$ cat config.mk
export PLATFORM = sky130hd
export DESIGN_NAME = fpas_unit
export DESIGN_NICKNAME = d
export VERILOG_FILES = /design/src/rtl/fpas_pkg.sv /design/src/rtl/fpas_shift.sv /design/src/rtl/fpas_lzc.sv /design/src/rtl/fpas_unit.sv
export SDC_FILE = /design/constraint.sdc
export NUM_CORES = 1
export LEC_CHECK = 0
export BUFFER_PORTS_ARGS = -buffer_cell sky130_fd_sc_hd__buf_2
export CORE_ASPECT_RATIO = 1.4
export CORE_MARGIN = 3
export CORE_UTILIZATION = 56
export DETAILED_ROUTE_END_ITERATION = 16
export HOLD_SLACK_MARGIN = 0.05
export PLACE_DENSITY = 0.8
export SETUP_SLACK_MARGIN = 0.2
export SYNTH_ARGS = -nofsm -noshare
export SYNTH_HDL_FRONTEND = slang
export SYNTH_HIERARCHICAL = 1
export SYNTH_SLANG_ARGS = --single-unit
$ cat constraint.sdc
create_clock -name clk -period 0.8 [get_ports clk]
set_input_delay 0.12 -clock clk [delete_from_list [all_inputs] [get_ports clk]]
set_output_delay 0.12 -clock clk [all_outputs]
set_load 0.02 [all_outputs]
$ cat src/rtl/fpas_pkg.sv
package fpas_pkg;
  localparam int DEF_EXP_W  = 8;
  localparam int DEF_FRAC_W = 31;

  typedef enum logic {
    FPAS_ADD = 1'b0,
    FPAS_SUB = 1'b1
  } fpas_op_e;
endpackage

$ cat src/rtl/fpas_shift.sv
// Logarithmic barrel shifter, direction chosen by parameter.
module fpas_shift #(
  parameter int W    = 31,
  parameter int SW   = 5,
  parameter bit LEFT = 1'b0
) (
  input  logic [W-1:0]  din,
  input  logic [SW-1:0] amt,
  output logic [W-1:0]  dout
);
  logic [W-1:0] stage [SW+1];
  assign stage[0] = din;

  for (genvar i = 0; i < SW; i++) begin : g_stage
    if (LEFT) begin : g_l
      assign stage[i+1] = amt[i] ? (stage[i] << (1 << i)) : stage[i];
    end else begin : g_r
      assign stage[i+1] = amt[i] ? (stage[i] >> (1 << i)) : stage[i];
    end
  end

  assign dout = stage[SW];
endmodule

$ cat src/rtl/fpas_lzc.sv
// Leading zero counter; an all-zero input reports W.
module fpas_lzc #(
  parameter int W  = 31,
  parameter int CW = $clog2(W + 1)
) (
  input  logic [W-1:0]  din,
  output logic [CW-1:0] cnt
);
  always_comb begin
    logic found;
    found = 1'b0;
    cnt   = CW'(W);
    for (int i = W - 1; i >= 0; i--) begin
      if (!found && din[i]) begin
        cnt   = CW'(W - 1 - i);
        found = 1'b1;
      end
    end
  end
endmodule

$ cat src/rtl/fpas_unit.sv
module fpas_unit
  import fpas_pkg::*;
#(
  parameter int EXP_W  = DEF_EXP_W,
  parameter int FRAC_W = DEF_FRAC_W
) (
  input  logic                          clk,
  input  logic                          rst_n,
  input  logic                          start,
  input  logic                          op_sub,
  input  logic [EXP_W+FRAC_W:0]         opa,
  input  logic [EXP_W+FRAC_W:0]         opb,
  output logic [EXP_W+FRAC_W:0]         result,
  output logic                          done
);
  localparam int W     = 1 + EXP_W + FRAC_W;
  localparam int MAG_W = EXP_W + FRAC_W;
  localparam int SW    = $clog2(FRAC_W + 1);

  // operand ordering by magnitude
  logic             sgn_a, sgn_b, a_big, big_s, eff_sub;
  logic [EXP_W-1:0] big_e, sm_e, exp_diff;
  logic [FRAC_W-1:0] big_f, sm_f, sm_sh, sm_al;

  assign sgn_a   = opa[W-1];
  assign sgn_b   = opb[W-1] ^ (fpas_op_e'(op_sub) == FPAS_SUB);
  assign a_big   = opa[MAG_W-1:0] >= opb[MAG_W-1:0];
  assign big_s   = a_big ? sgn_a : sgn_b;
  assign big_e   = a_big ? opa[MAG_W-1:FRAC_W] : opb[MAG_W-1:FRAC_W];
  assign sm_e    = a_big ? opb[MAG_W-1:FRAC_W] : opa[MAG_W-1:FRAC_W];
  assign big_f   = a_big ? opa[FRAC_W-1:0] : opb[FRAC_W-1:0];
  assign sm_f    = a_big ? opb[FRAC_W-1:0] : opa[FRAC_W-1:0];
  assign eff_sub = sgn_a ^ sgn_b;
  assign exp_diff = big_e - sm_e;

  // named events for the assertions
  logic ev_far, ev_carry, ev_zero, ev_under, ev_over;
  assign ev_far = exp_diff > EXP_W'(FRAC_W);

  fpas_shift #(.W(FRAC_W), .SW(SW), .LEFT(1'b0)) u_align (
    .din (sm_f),
    .amt (exp_diff[SW-1:0]),
    .dout(sm_sh)
  );
  assign sm_al = ev_far ? '0 : sm_sh;

  // add or subtract via conditional inversion
  logic [FRAC_W:0] add_in, raw;
  assign add_in = {1'b0, sm_al} ^ {(FRAC_W+1){eff_sub}};
  assign raw    = {1'b0, big_f} + add_in + {{FRAC_W{1'b0}}, eff_sub};

  logic [SW-1:0]     lz;
  logic [FRAC_W-1:0] norm_f;

  fpas_lzc #(.W(FRAC_W), .CW(SW)) u_lzc (
    .din(raw[FRAC_W-1:0]),
    .cnt(lz)
  );

  fpas_shift #(.W(FRAC_W), .SW(SW), .LEFT(1'b1)) u_norm (
    .din (raw[FRAC_W-1:0]),
    .amt (lz),
    .dout(norm_f)
  );

  assign ev_carry = raw[FRAC_W];
  assign ev_zero  = (raw == '0);
  assign ev_under = !ev_carry && !ev_zero && (EXP_W'(lz) > big_e);
  assign ev_over  = ev_carry && (big_e == '1);

  logic [W-1:0] res_next;
  always_comb begin
    if (ev_carry) begin
      res_next = {big_s, ev_over ? big_e : big_e + EXP_W'(1), raw[FRAC_W:1]};
    end else if (ev_zero || ev_under) begin
      res_next = '0;
    end else begin
      res_next = {big_s, big_e - EXP_W'(lz), norm_f};
    end
  end

  always_ff @(posedge clk or negedge rst_n) begin
    if (!rst_n) begin
      result <= '0;
      done   <= 1'b0;
    end else begin
      done <= start;
      if (start) result <= res_next;
    end
  end

  // ---------------- assertions ----------------
  assert_done_follows_start_R1: assert property (@(posedge clk) disable iff (!rst_n)
    start |=> done);
  assert_no_spurious_done_R1: assert property (@(posedge clk) disable iff (!rst_n)
    !start |=> !done);
  assert_result_held_R1: assert property (@(posedge clk) disable iff (!rst_n)
    !start |=> $stable(result));
  assert_far_passes_big_R3: assert property (@(posedge clk) disable iff (!rst_n)
    start && ev_far && big_f[FRAC_W-1] |=> result == $past({big_s, big_e, big_f}));
  assert_carry_bumps_exp_R5: assert property (@(posedge clk) disable iff (!rst_n)
    start && ev_carry && !ev_over |=> result[W-2:FRAC_W] == $past(big_e) + EXP_W'(1));
  assert_normalised_R6: assert property (@(posedge clk) disable iff (!rst_n)
    done && (result[FRAC_W-1:0] != '0) |-> result[FRAC_W-1]);
  assert_zero_word_R7: assert property (@(posedge clk) disable iff (!rst_n)
    done && (result[FRAC_W-1:0] == '0) |-> result == '0);
  assert_underflow_zero_R8: assert property (@(posedge clk) disable iff (!rst_n)
    start && ev_under |=> result == '0);
  assert_no_overflow_R9: assert property (@(posedge clk) disable iff (!rst_n)
    start && ev_over |=> result[W-2:FRAC_W] == '1);
  assert_sign_of_big_R10: assert property (@(posedge clk) disable iff (!rst_n)
    start && !ev_zero && !ev_under |=> result[W-1] == $past(big_s));
endmodule

==> results of run 1 <==
-- per-layer routing --
| metal | GRT usage, % | overflow |
|---|---|---|
| met3 | 60.78 | 8 |
| met4 | 86.41 | 137 |
| met1 | 74.15 | 7 |
| met2 | 100.3 | 233 |
| met5 | 31.22 | 0 |
-- synthesized netlist by cell type (10+ instances only) --
| cell | instances | share of area (%) |
|---|---|---|
| a211oi_1 | 19 | 1.3 |
| a21o_1 | 26 | 1.8 |
| a21oi_1 | 146 | 6.6 |
| a31oi_1 | 21 | 1.2 |
| and2_1 | 15 | 0.85 |
| and3_1 | 15 | 0.85 |
| buf_2 | 18 | 0.81 |
| clkbuf_1 | 57 | 1.9 |
| dfrtp_1 | 41 | 9.3 |
| ha_1 | 77 | 8.7 |
| inv_1 | 72 | 2.4 |
| mux2_2 | 28 | 2.9 |
| mux2i_1 | 32 | 2.9 |
| mux4_2 | 54 | 11 |
| nand2_1 | 184 | 6.2 |
| nand2b_1 | 19 | 1.1 |
| nand3_1 | 25 | 1.1 |
| nand4_1 | 46 | 2.6 |
| nor2_1 | 153 | 5.2 |
| nor2b_1 | 16 | 0.90 |
| nor3_1 | 30 | 1.4 |
| nor4_1 | 13 | 0.74 |
| o211ai_1 | 14 | 0.95 |
| o21ai_0 | 104 | 4.7 |
| o21bai_1 | 10 | 0.68 |
| xnor2_1 | 22 | 1.7 |
| xor2_1 | 41 | 3.2 |
-- logic make-up after synthesis --
| family | Yosys count | share of synthesized area (%) |
|---|---|---|
| AOI/OAI and AO/OA | 463 | 26.98 |
| muxes | 117 | 17.32 |
| buffers and inverters | 171 | 6.775 |
| and+or+nand+nor | 576 | 25.60 |
| DFF | 41 | 9.275 |
| adders and majority gates | 79 | 9.071 |
| xor gates and xnor gates | 63 | 4.988 |
-- what timing repair did --
item                       in CTS
gates resized for setup       258
setup buffers                  85
pin swaps                      82
cloned                          5
hold buffers                    1
hold endpoints to repair       41
setup endpoints to repair      81
-- stage by stage --
stage / setup slack [ps] / cell area [µm²]
floorplan: -8131 / 11480
global placement: -8615 / 16300
detailed placement: -8962 / 16300
CTS: -8165 / 18350
==> out/metrics.cfg, run 1 <==
[cts]
clockRootBuffer = clkbuf_16
clockBufferDepth = 2
numCtsBuffers = 5
htreeDepth = 2
clock_sinks = 41

[placement]
dpl.cell_count = 2348
port_buffers = 124
gp_congestion = 1.045
dp_hpwl_um = 40730

[yosys]
synthesis.area_mm2 = 0.01106
synth_cells = 1510
synth_cell_type_count = 99
yosysSeqAreaShare_pct = 9.275
syn_avg_cell_area_um2 = 7.326
synth_seq_cells = 41
synthFlopType = dfrtp_1
synthesis.nets = 1673
ys_warn_count = 6
ys_async_sr_fraction_pct = 100.0
synth-edff-count = 0

[run_status]
lastStage = global routing (5_1_grt)
status = did not finish
stop_error = [ERROR GRT-0116] Global routing finished with congestion. Check the congestion regions in the DRC Viewer.

[global_route]
grt_pass1_vias = 21800
grt_overflow = 385
grt_pass1_wl_um = 136900
grt.total_usage_pct = 79.05
grt_max_degree = 61

[die]
ios = 125
die_w_um = 124.8
std_cell_rows = 60
die_h_um = 172.3
start_util_pct = 57.33

==> inputs of run 2 (changes only) <==
- CORE_ASPECT_RATIO: 1.4 -> default
- CORE_UTILIZATION: 56 -> 40
- HOLD_SLACK_MARGIN: 0.05 -> default
- PLACE_DENSITY: 0.8 -> default
- PLACE_DENSITY_LB_ADDON: default -> 0.15
- SETUP_SLACK_MARGIN: 0.2 -> default
- clock period: 0.8 -> 1 ns (I/O delays scaled with it)
==> out/metrics.cfg, run 2 <==
[drt]
routed_via_density = 5.868
drc = 0
drtIter0Drc = 1375
num_vias = 15180
dr.pass1.iters = 6
final_antenna_net_count = 0
drt-total-wl_um = 51720
wl_per_cell_um = 20.00

[run_status]
violations = setup timing
status = finished with violations  ; was did not finish

[die]
die_w_um = 172.3  ; was 124.8 µm
start_util_pct = 40.82  ; was 57.33%
std_cell_rows = 60  ; unchanged
core-area_mm2 = 0.02710
die_h_um = 172.3  ; unchanged
dieArea_mm2 = 0.02969
ios = 125  ; unchanged

[placement]
dp_slack_ps = -8893  ; was -8962 ps
gp_congestion = 1.011  ; was 1.045
dp_hpwl_um = 40730  ; about the same
port_buffers = 124  ; unchanged

[critical_path]
slowest_stage = mux4_2
rrSetupSlack_ps = 110
worstPathArrival_ps = 9190
rr_startpoint = result[28]
max_stage_delay_ps = 500
cp_common_cell = buf_4
required_ps = 1170
r2r_cells = 2
worstSetupStartpointType = input port
timing.rr.end = result[28]
setup.worst_path.end_class = flop
critPathKind = in -> reg
crit_fanout = 5

[yosys]
synthDominantCellAreaShare_pct = 10.99  ; unchanged
synth_area_leaders = mux4_2, dfrtp_1, ha_1  ; unchanged
synth_common_cells = nand2_1, nor2_1, a21oi_1  ; unchanged
synth_cell_type_count = 99  ; unchanged
synth_cells = 1510  ; unchanged
yosysMostFrequentCell = nand2_1  ; unchanged
synthFlopType = dfrtp_1  ; unchanged
yosysTopAreaCell = mux4_2  ; unchanged
synthesis.nets = 1673  ; unchanged
ys_async_sr_fraction_pct = 100.0  ; unchanged
yosysSeqAreaShare_pct = 9.275  ; unchanged
ys_warn_count = 6  ; unchanged
synth_seq_cells = 41  ; unchanged
syn_avg_cell_area_um2 = 7.326  ; unchanged
synth-edff-count = 0  ; unchanged
synthesis.area_mm2 = 0.01106  ; unchanged

[global_route]
antenna_found_initial = 0
grt_pass1_wl_um = 77110
grt.total_usage_pct = 32.76
grt_max_degree = 61
grt_overflow = 0
grt_pass1_vias = 14330

[cells_and_area]
largest_reg_flops = 40
nNetsFinal = 2376
top_regs = result: 40 flops, done: 1 flops
antennaDiodeCount = 0
regMostFlops = result
layout_common_cells = buf_4, nand2_1, nor2_1
finalCoreUtilization_pct = 68.62
drive_gt1_share_pct = 48.69
final_common_cell = buf_4
area_growth_pct = 68.13

[sta]
relSlewSlack_pct = 48.20
rsz0062_at_grt = yes
min_period_ps = 9020
setup_tns_ps = -316900
worst_slew_pin_slew_ps = 768.8
skew_ps = 0
whs_ps = 282.2
fin_crit_sh_pct = 902.0
setup-violations-final = 43
layout_setup_ws_ps = -8020
max_freq_mhz = 110.9
finalHoldViolCount = 0
final_max_slew_viol_count = 0

[worst_hold_path]
min_path_cells = 2
hold_path_class = in -> reg
hold_end = done
hold_path_startpoint = start

[cts]
clockBufferDepth = 2  ; unchanged
clk_latency_ps = 280
htreeDepth = 2  ; unchanged
clk_pin_slew_ps = 60
clockRootBuffer = clkbuf_16  ; unchanged
cts_tree = built
clock_sinks = 41  ; unchanged
numCtsBuffers = 5  ; unchanged

[power_and_ir_drop]
p_per_area_mw_per_mm2 = 2995
total_power_mw = 55.71
p_leak_nw = 8.559
ir_worst_vdd_mv = 1.699

[run]
cap_violations = 0

-- run 2: cell counts after synthesis --
Identical to the previous run, type by type.
-- run 2: cells by family (layout without fill, tap and decap cells) --
kind of cell / after synthesis / count (layout) / share of synthesized area [%]
xor+xnor: 63 / 63 / 4.988
flops: 41 / 41 / 9.275
compound gates: 463 / 463 / 26.98
fa+ha+maj: 79 / 79 / 9.071
mux: 117 / 117 / 17.32
buf+inv: 171 / 875 / 6.775
simple gates: 576 / 576 / 25.60
-- run 2: critical path, delay by kind of cell --
kind | cells | cell delay (ps)
and+or+nand+nor | 11 | 1070
muxes | 2 | 640
xor gates and xnor gates | 1 | 280
buffers and inverters | 12 | 1720
adders and majority gates | 3 | 870
AOI/OAI and AO/OA | 23 | 4450
-- run 2: routing by layer --
layer	vias up	global-route usage (%)	share of wire (%)
met5	-	0	0
met4	0	11.25	3.9
met3	112	4.527	7.5
met2	714	55.24	47
met1	7287	43.11	42
li1	7062	-	-
-- run 2: worst max-delay path by stage --
stage | slack, ps | end | startpoint | cells after the start
2_1_floorplan | -7960 | result[28] | opb[14] | 52
3_3_place_gp | -8860 | result[29] | opb[19] | 46
3_5_place_dp | -8890 | result[29] | opb[22] | 46
4_1_cts | -7820 | result[28] | opb[17] | 50
5_1_grt | -8450 | result[0] | opb[12] | 55
6_report | -8020 | result[24] | opb[12] | 52
-- run 2: what timing repair did --
item                       in CTS  in global routing
pin swaps                      68                 93
buffers inserted               56                 36
hold buffers                    1                  0
gates cloned                    2                  3
gates resized for setup       103                144
hold endpoints to repair       41                  0
setup endpoints to repair      45                 61
-- run 2: final cells by class --
type                            count  area [µm²]
Sequential cell                    41        1026
Inverter                           73       286.5
Multi-Input combinational cell   1298       10450
Tap cell                          372       465.4
Clock buffer                        5       125.1
Fill cell                        2292        8503
Timing Repair Buffer              794        6226
Clock inverter                      3       17.52
-- run 2: stage by stage --
stage	cell area [µm²]	cells
global route	18600	2586
CTS	17690	2551
floorplan	11480	1510
global placement	16570	2484
finish	18600	2586
detailed placement	16570	2484
-- run 2: power by group --
group	switching, mW	leakage, nW	internal, mW	total, mW
combinational	25.8	8.02	25.3	51.1
clock	0.665	0.0696	0.915	1.58
sequential	0.547	0.472	2.48	3.02
total	27.0	8.56	28.7	55.7
(Power assumes the default switching activity.)
==> inputs of run 3 (changes only) <==
- ABC_AREA: default -> 1
- CORE_UTILIZATION: 40 -> 45
- SETUP_SLACK_MARGIN: default -> 0.5
==> out/metrics.cfg, run 3 <==
[yosys]
synth_common_cells = nand2_1, nand3_1, inv_1  ; was nand2_1, nor2_1, a21oi_1
synthDominantCellAreaShare_pct = 21.23  ; was 10.99%
yosysSeqAreaShare_pct = 9.283  ; was 9.275%
synth_cell_type_count = 44  ; was 99
yosysTopAreaCell = nand2_1  ; was mux4_2
synthesis.area_mm2 = 0.01105  ; was 0.01106 mm²
syn_avg_cell_area_um2 = 5.360  ; was 7.326 µm²
synth_seq_cells = 41  ; unchanged
yosysMostFrequentCell = nand2_1  ; unchanged
ys_warn_count = 6  ; unchanged
ys_async_sr_fraction_pct = 100.0  ; unchanged
synth_cells = 2062  ; was 1510
synthesis.nets = 2225  ; was 1673
synth-edff-count = 0  ; unchanged
synthFlopType = dfrtp_1  ; unchanged
synth_area_leaders = nand2_1, nand3_1, dfrtp_1  ; was mux4_2, dfrtp_1, ha_1

[critical_path]
setup.worst_path.end_class = flop  ; unchanged
endpoint = result[32]  ; was result[24]
critPathKind = in -> reg  ; unchanged
cp_top_family = simple AND/OR/NAND/NOR gates  ; was compound AO/OA/AOI/OAI gates
worstSetupStartpointType = input port  ; unchanged
r2r_cells = 4  ; was 2
max_stage_delay_ps = 370  ; was 500 ps
required_ps = 1190  ; was 1170 ps
rr_startpoint = result[4]  ; was result[28]
slowest_stage = fa_2  ; was mux4_2
worstSetupStartpoint = opa[1]  ; was opb[12]
critPathBufInv = 13  ; was 12
worstPathArrival_ps = 8870  ; was 9190 ps
worst-path-stages = 67  ; was 52
rrSetupSlack_ps = 70  ; was 110 ps
crit_fanout = 8  ; was 5
timing.rr.end = result[4]  ; was result[28]

[run_status]
status = finished with violations  ; unchanged
violations = hold timing, setup timing  ; was setup timing

[global_route]
grt_pass1_vias = 16480  ; was 14330
antenna_found_initial = 0  ; unchanged
grt.total_usage_pct = 37.36  ; was 32.76%
grt_max_degree = 42  ; was 61
grt_overflow = 0  ; unchanged
grt_pass1_wl_um = 81540  ; was 77110 µm

[cts]
clk_latency_ps = 290  ; was 280 ps
clockBufferDepth = 2  ; unchanged
cts_tree = built  ; unchanged
clock_sinks = 41  ; unchanged
numCtsBuffers = 5  ; unchanged
clockRootBuffer = clkbuf_16  ; unchanged
htreeDepth = 2  ; unchanged
clk_pin_slew_ps = 70  ; was 60 ps

[die]
core-area_mm2 = 0.02382  ; was 0.02710 mm²
die_h_um = 162.7  ; was 172.3 µm
ios = 125  ; unchanged
die_w_um = 162.7  ; was 172.3 µm
dieArea_mm2 = 0.02648  ; was 0.02969 mm²
start_util_pct = 46.39  ; was 40.82%
std_cell_rows = 56  ; was 60

[cells_and_area]
drive_gt1_share_pct = 42.96  ; was 48.69%
regMostFlops = result  ; unchanged
final_common_cell = nand2_1  ; was buf_4
antennaDiodeCount = 0  ; unchanged
layout_common_cells = nand2_1, buf_4, nand3_1  ; was buf_4, nand2_1, nor2_1
largest_reg_flops = 40  ; unchanged
area_growth_pct = 73.19  ; was 68.13%
nFillCells = 1637  ; was 2292
nNetsFinal = 2862  ; was 2376
top_regs = result: 40 flops, done: 1 flops  ; unchanged
finalCoreUtilization_pct = 80.35  ; was 68.62%
final_area_mm2 = 0.01914  ; was 0.01860 mm²

[sta]
min_period_ps = 8679  ; was 9020 ps
setup_tns_ps = -300360  ; was -316900 ps
max_freq_mhz = 115.2  ; was 110.9 MHz
final_max_slew_viol_count = 0  ; unchanged
rsz0062_at_grt = yes  ; unchanged
finalHoldViolCount = 41  ; was 0
whs_ps = -161.0  ; was 282.2 ps
skew_ps = 0  ; unchanged
layout_setup_ws_ps = -7679  ; was -8020 ps
relSlewSlack_pct = 61.51  ; was 48.20%
fin_crit_sh_pct = 867.9  ; was 902.0%
worst_slew_pin_slew_ps = 571.4  ; was 768.8 ps
setup-violations-final = 48  ; was 43

[placement]
dp_hpwl_um = 37620  ; was 40730 µm
place_area_mm2 = 0.01574  ; was 0.01657 mm²
port_buffers = 124  ; unchanged
gp_congestion = 1.071  ; was 1.011

[drt]
drt-total-wl_um = 55860  ; was 51720 µm
routed_via_density = 5.838  ; was 5.868
dr.pass1.iters = 9  ; was 6
final_antenna_net_count = 0  ; unchanged
drc = 0  ; unchanged
num_vias = 17630  ; was 15180
drtIter0Drc = 2216  ; was 1375
wl_per_cell_um = 18.50  ; was 20.00 µm

[power_and_ir_drop]
p_leak_nw = 9.927  ; was 8.559 nW
total_power_mw = 55.49  ; was 55.71 mW
p_per_area_mw_per_mm2 = 2899  ; was 2995 mW/mm²
ir_worst_vdd_mv = 1.821  ; was 1.699 mV

[worst_hold_path]
hold_path_class = in -> async  ; was in -> reg

[run]
cap_violations = 0  ; unchanged

-- run 3: worst min-delay path by stage --
| stage | depth (start not counted) | slack (ps) | startpoint | endpoint |
|---|---|---|---|---|
| after global placement | 2 | 140 | rst_n | result[25] |
| final | 2 | -160 | rst_n | result[21] |
| after detailed placement | 2 | 150 | rst_n | result[21] |
| after CTS | 2 | -150 | rst_n | result[21] |
| after floorplan | 0 | -150 | rst_n | done |
| after global routing | 2 | -140 | rst_n | result[19] |
-- run 3: final cells by class --
class | count | area [µm²] | area share [%]
multi-input cells | 1679 | 10540 | 55.07
repair buffers | 728 | 6012 | 31.41
clock buffers | 6 | 138.9 | 0.7256
clock inverters | 2 | 37.54 | 0.1961
well taps | 319 | 399.1 | 2.085
inverters | 244 | 948.4 | 4.955
flip-flops and latches | 41 | 1064 | 5.556
-- run 3: timing repair --
action                                  4_1_cts  5_1_grt
endpoints found under the hold margin        41       41
setup buffers                               110       21
resized for setup                           312      172
gates cloned                                  7        2
endpoints found under the setup margin       81       81
pin swaps                                    90       87
-- run 3: report_power, final --
part | internal [mW] | switching (mW)
registers | 2.56 | 0.686
clock network | 1.25 | 0.738
logic | 21.7 | 28.5
total | 25.5 | 29.9
-- run 3: cells by family after synthesis --
kind of cell	after synthesis	synth area share [%]
compound gates	236	11.40
xor+xnor	63	4.993
fa+ha+maj	79	9.080
buf+inv	343	12.44
flops	41	9.283
mux	1	0.09057
simple gates	1299	52.71
-- run 3: layer usage --
metal  vias up  GRT usage (%)  part of all wire (%)
li1       8065              -                     -
met1      8085          45.14                    38
met2      1138          65.25                    47
met3       338          4.273                   8.1
met4         0          19.11                   7.0
met5         -              0                     0
-- run 3: metrics by stage --
stage / instances / setup WS, ps
6_report: 3019 / -7679
4_1_cts: 2996 / -6802
3_3_place_gp: 2871 / -7488
5_1_grt: 3019 / -7973
2_1_floorplan: 2062 / -6635
3_5_place_dp: 2871 / -7655
==> inputs of run 4 (changes only) <==
- ABC_AREA: 1 -> default
==> out/metrics.cfg, run 4 (synthesis results as in run 2) <==
[critical_path]
required_ps = 1170  ; was 1190 ps
critPathKind = in -> reg  ; unchanged
max_stage_delay_ps = 570  ; was 370 ps
crit_fanout = 7  ; was 8
setup.worst_path.end_class = flop  ; unchanged
rrSetupSlack_ps = -70  ; was 70 ps
slowest_stage = or4_4  ; was fa_2
worstSetupStartpointType = input port  ; unchanged
worstPathArrival_ps = 9380  ; was 8870 ps
cp_common_cell = a21oi_2

[cts]
numCtsBuffers = 5  ; unchanged
htreeDepth = 2  ; unchanged
clockBufferDepth = 2  ; unchanged
clock_sinks = 41  ; unchanged
clk_latency_ps = 290  ; about the same
clk_pin_slew_ps = 60  ; was 70 ps
clockRootBuffer = clkbuf_16  ; unchanged
cts_tree = built  ; unchanged

[global_route]
grt_max_degree = 61  ; was 42
antenna_found_initial = 0  ; unchanged
grt_overflow = 0  ; unchanged
grt_pass1_vias = 14810  ; was 16480
grt_pass1_wl_um = 77900  ; was 81540 µm
grt.total_usage_pct = 36.38  ; was 37.36%

[die]
core-area_mm2 = 0.02382  ; unchanged
start_util_pct = 46.43  ; was 46.39%
ios = 125  ; unchanged
dieArea_mm2 = 0.02650  ; was 0.02648 mm²
std_cell_rows = 56  ; unchanged
die_h_um = 162.8  ; was 162.7 µm
die_w_um = 162.8  ; was 162.7 µm

[drt]
drc = 0  ; unchanged
routed_via_density = 6.124  ; was 5.838
drt-total-wl_um = 52620  ; was 55860 µm
dr.pass1.iters = 6  ; was 9
final_antenna_net_count = 0  ; unchanged
drtIter0Drc = 1679  ; was 2216
num_vias = 15460  ; was 17630
wl_per_cell_um = 20.84  ; was 18.50 µm

[sta]
whs_ps = -155.4  ; was -161.0 ps
setup-violations-final = 46  ; was 48
finalHoldViolCount = 41  ; unchanged
max_freq_mhz = 108.6  ; was 115.2 MHz
skew_ps = 0  ; unchanged
relSlewSlack_pct = 45.07  ; was 61.51%
layout_setup_ws_ps = -8206  ; was -7679 ps
rsz0062_at_grt = yes  ; unchanged
min_period_ps = 9206  ; was 8679 ps
fin_crit_sh_pct = 920.6  ; was 867.9%
final_max_slew_viol_count = 0  ; unchanged
worst_slew_pin_slew_ps = 803.2  ; was 571.4 ps

[placement]
port_buffers = 124  ; unchanged
gp_congestion = 1.054  ; was 1.071
dp_hpwl_um = 39280  ; was 37620 µm
dpl.cell_count = 2427  ; was 2871
place_area_mm2 = 0.01653  ; was 0.01574 mm²

[cells_and_area]
regMostFlops = result  ; unchanged
area_growth_pct = 69.19  ; was 73.19%
largest_reg_flops = 40  ; unchanged
top_regs = result: 40 flops, done: 1 flops  ; unchanged
antennaDiodeCount = 0  ; unchanged
finalCoreUtilization_pct = 78.56  ; was 80.35%
ff_latch_area_mm2 = 0.001075  ; was 0.001064 mm²
nNetsFinal = 2368  ; was 2862
nFillCells = 1695  ; was 1637
final_cells = 2525  ; was 3019
drive_gt1_share_pct = 50.05  ; was 42.96%
layout_common_cells = buf_4, nand2_1, nor2_1  ; was nand2_1, buf_4, nand3_1
final_common_cell = buf_4  ; was nand2_1
multi_input_area_mm2 = 0.01047  ; was 0.01054 mm²
final_area_mm2 = 0.01872  ; was 0.01914 mm²

[power_and_ir_drop]
p_leak_nw = 8.537  ; was 9.927 nW
ir_worst_vdd_mv = 2.020  ; was 1.821 mV
total_power_mw = 57.48  ; was 55.49 mW
p_per_area_mw_per_mm2 = 3071  ; was 2899 mW/mm²

[worst_hold_path]
hold_path_class = in -> async  ; unchanged

[run]
cap_violations = 0  ; unchanged

[run_status]
status = finished with violations  ; unchanged
violations = hold timing, setup timing  ; unchanged

[run 4: changes by cell type in the layout (fill, tap and decap cells not counted), sizes merged, moves of 17 or more]
cell,previous run,this run
mux4,0,55
nand2,638,185
a21o,4,26
a31oi,3,21
nand2b,0,20
buf,726,784
a211oi,2,19
a21oi,92,146
mux2,0,29
mux2i,1,33
inv,242,73
nand3,409,25
[run 4: stage by stage]
step	setup TNS (ps)	setup WS, ps
2_1_floorplan	-315970	-7961
3_3_place_gp	-322290	-8290
3_5_place_dp	-330270	-8403
4_1_cts	-304930	-7711
6_report	-322220	-8206
5_1_grt	-339140	-8612
[run 4: worst paths after layout]
check | startpoint | endpoint | cells past startpoint
setup reg to reg | result[31] | result[31] | 3
hold reg to reg | result[24] | result[24] | 2
setup / recovery | opb[22] | result[16] | 53
min in group clk | start | done | 2
max in group asynchronous | rst_n | result[19] | 2
hold / removal | rst_n | result[36] | 2
[run 4: metal layers]
layer | track usage [%] | up-vias | wire [µm]
li1 | - | 7050 | -
met1 | 46.65 | 7384 | 20770
met2 | 62.22 | 846 | 24760
met3 | 6.638 | 184 | 4697
met4 | 11.23 | 0 | 2402
met5 | 0 | - | 0
[run 4: critical path: cells and delay by family]
family / cells / cell delay (ps)
adders and majority gates: 4 / 1140
and+or+nand+nor: 14 / 2310
xor gates and xnor gates: 2 / 380
AOI/OAI and AO/OA: 21 / 3830
muxes: 1 / 80
buffers and inverters: 11 / 1480
[run 4: power by group]
| group | internal (mW) | switching [mW] |
|---|---|---|
| Combinational | 25.7 | 26.5 |
| Sequential | 2.62 | 0.717 |
| Clock | 1.25 | 0.687 |
| Total | 29.6 | 27.9 |
[run 4: cell type report]
type | count | area share, %
sequential | 41 | 5.743
inverter | 73 | 1.518
multi-input combinational | 1298 | 55.94
timing repair buffer | 786 | 33.73
clock inverter | 2 | 0.2006
tap | 319 | 2.133
clock buffer | 6 | 0.7421
[run 4: repair_timing]
| action | in CTS | in global routing |
|---|---|---|
| pin swaps | 50 | 81 |
| buffers inserted | 59 | 28 |
| gates resized for setup | 202 | 80 |
| cloned | 3 | 0 |
| endpoints found under the hold margin | 41 | 41 |
| setup endpoints to repair | 81 | 81 |
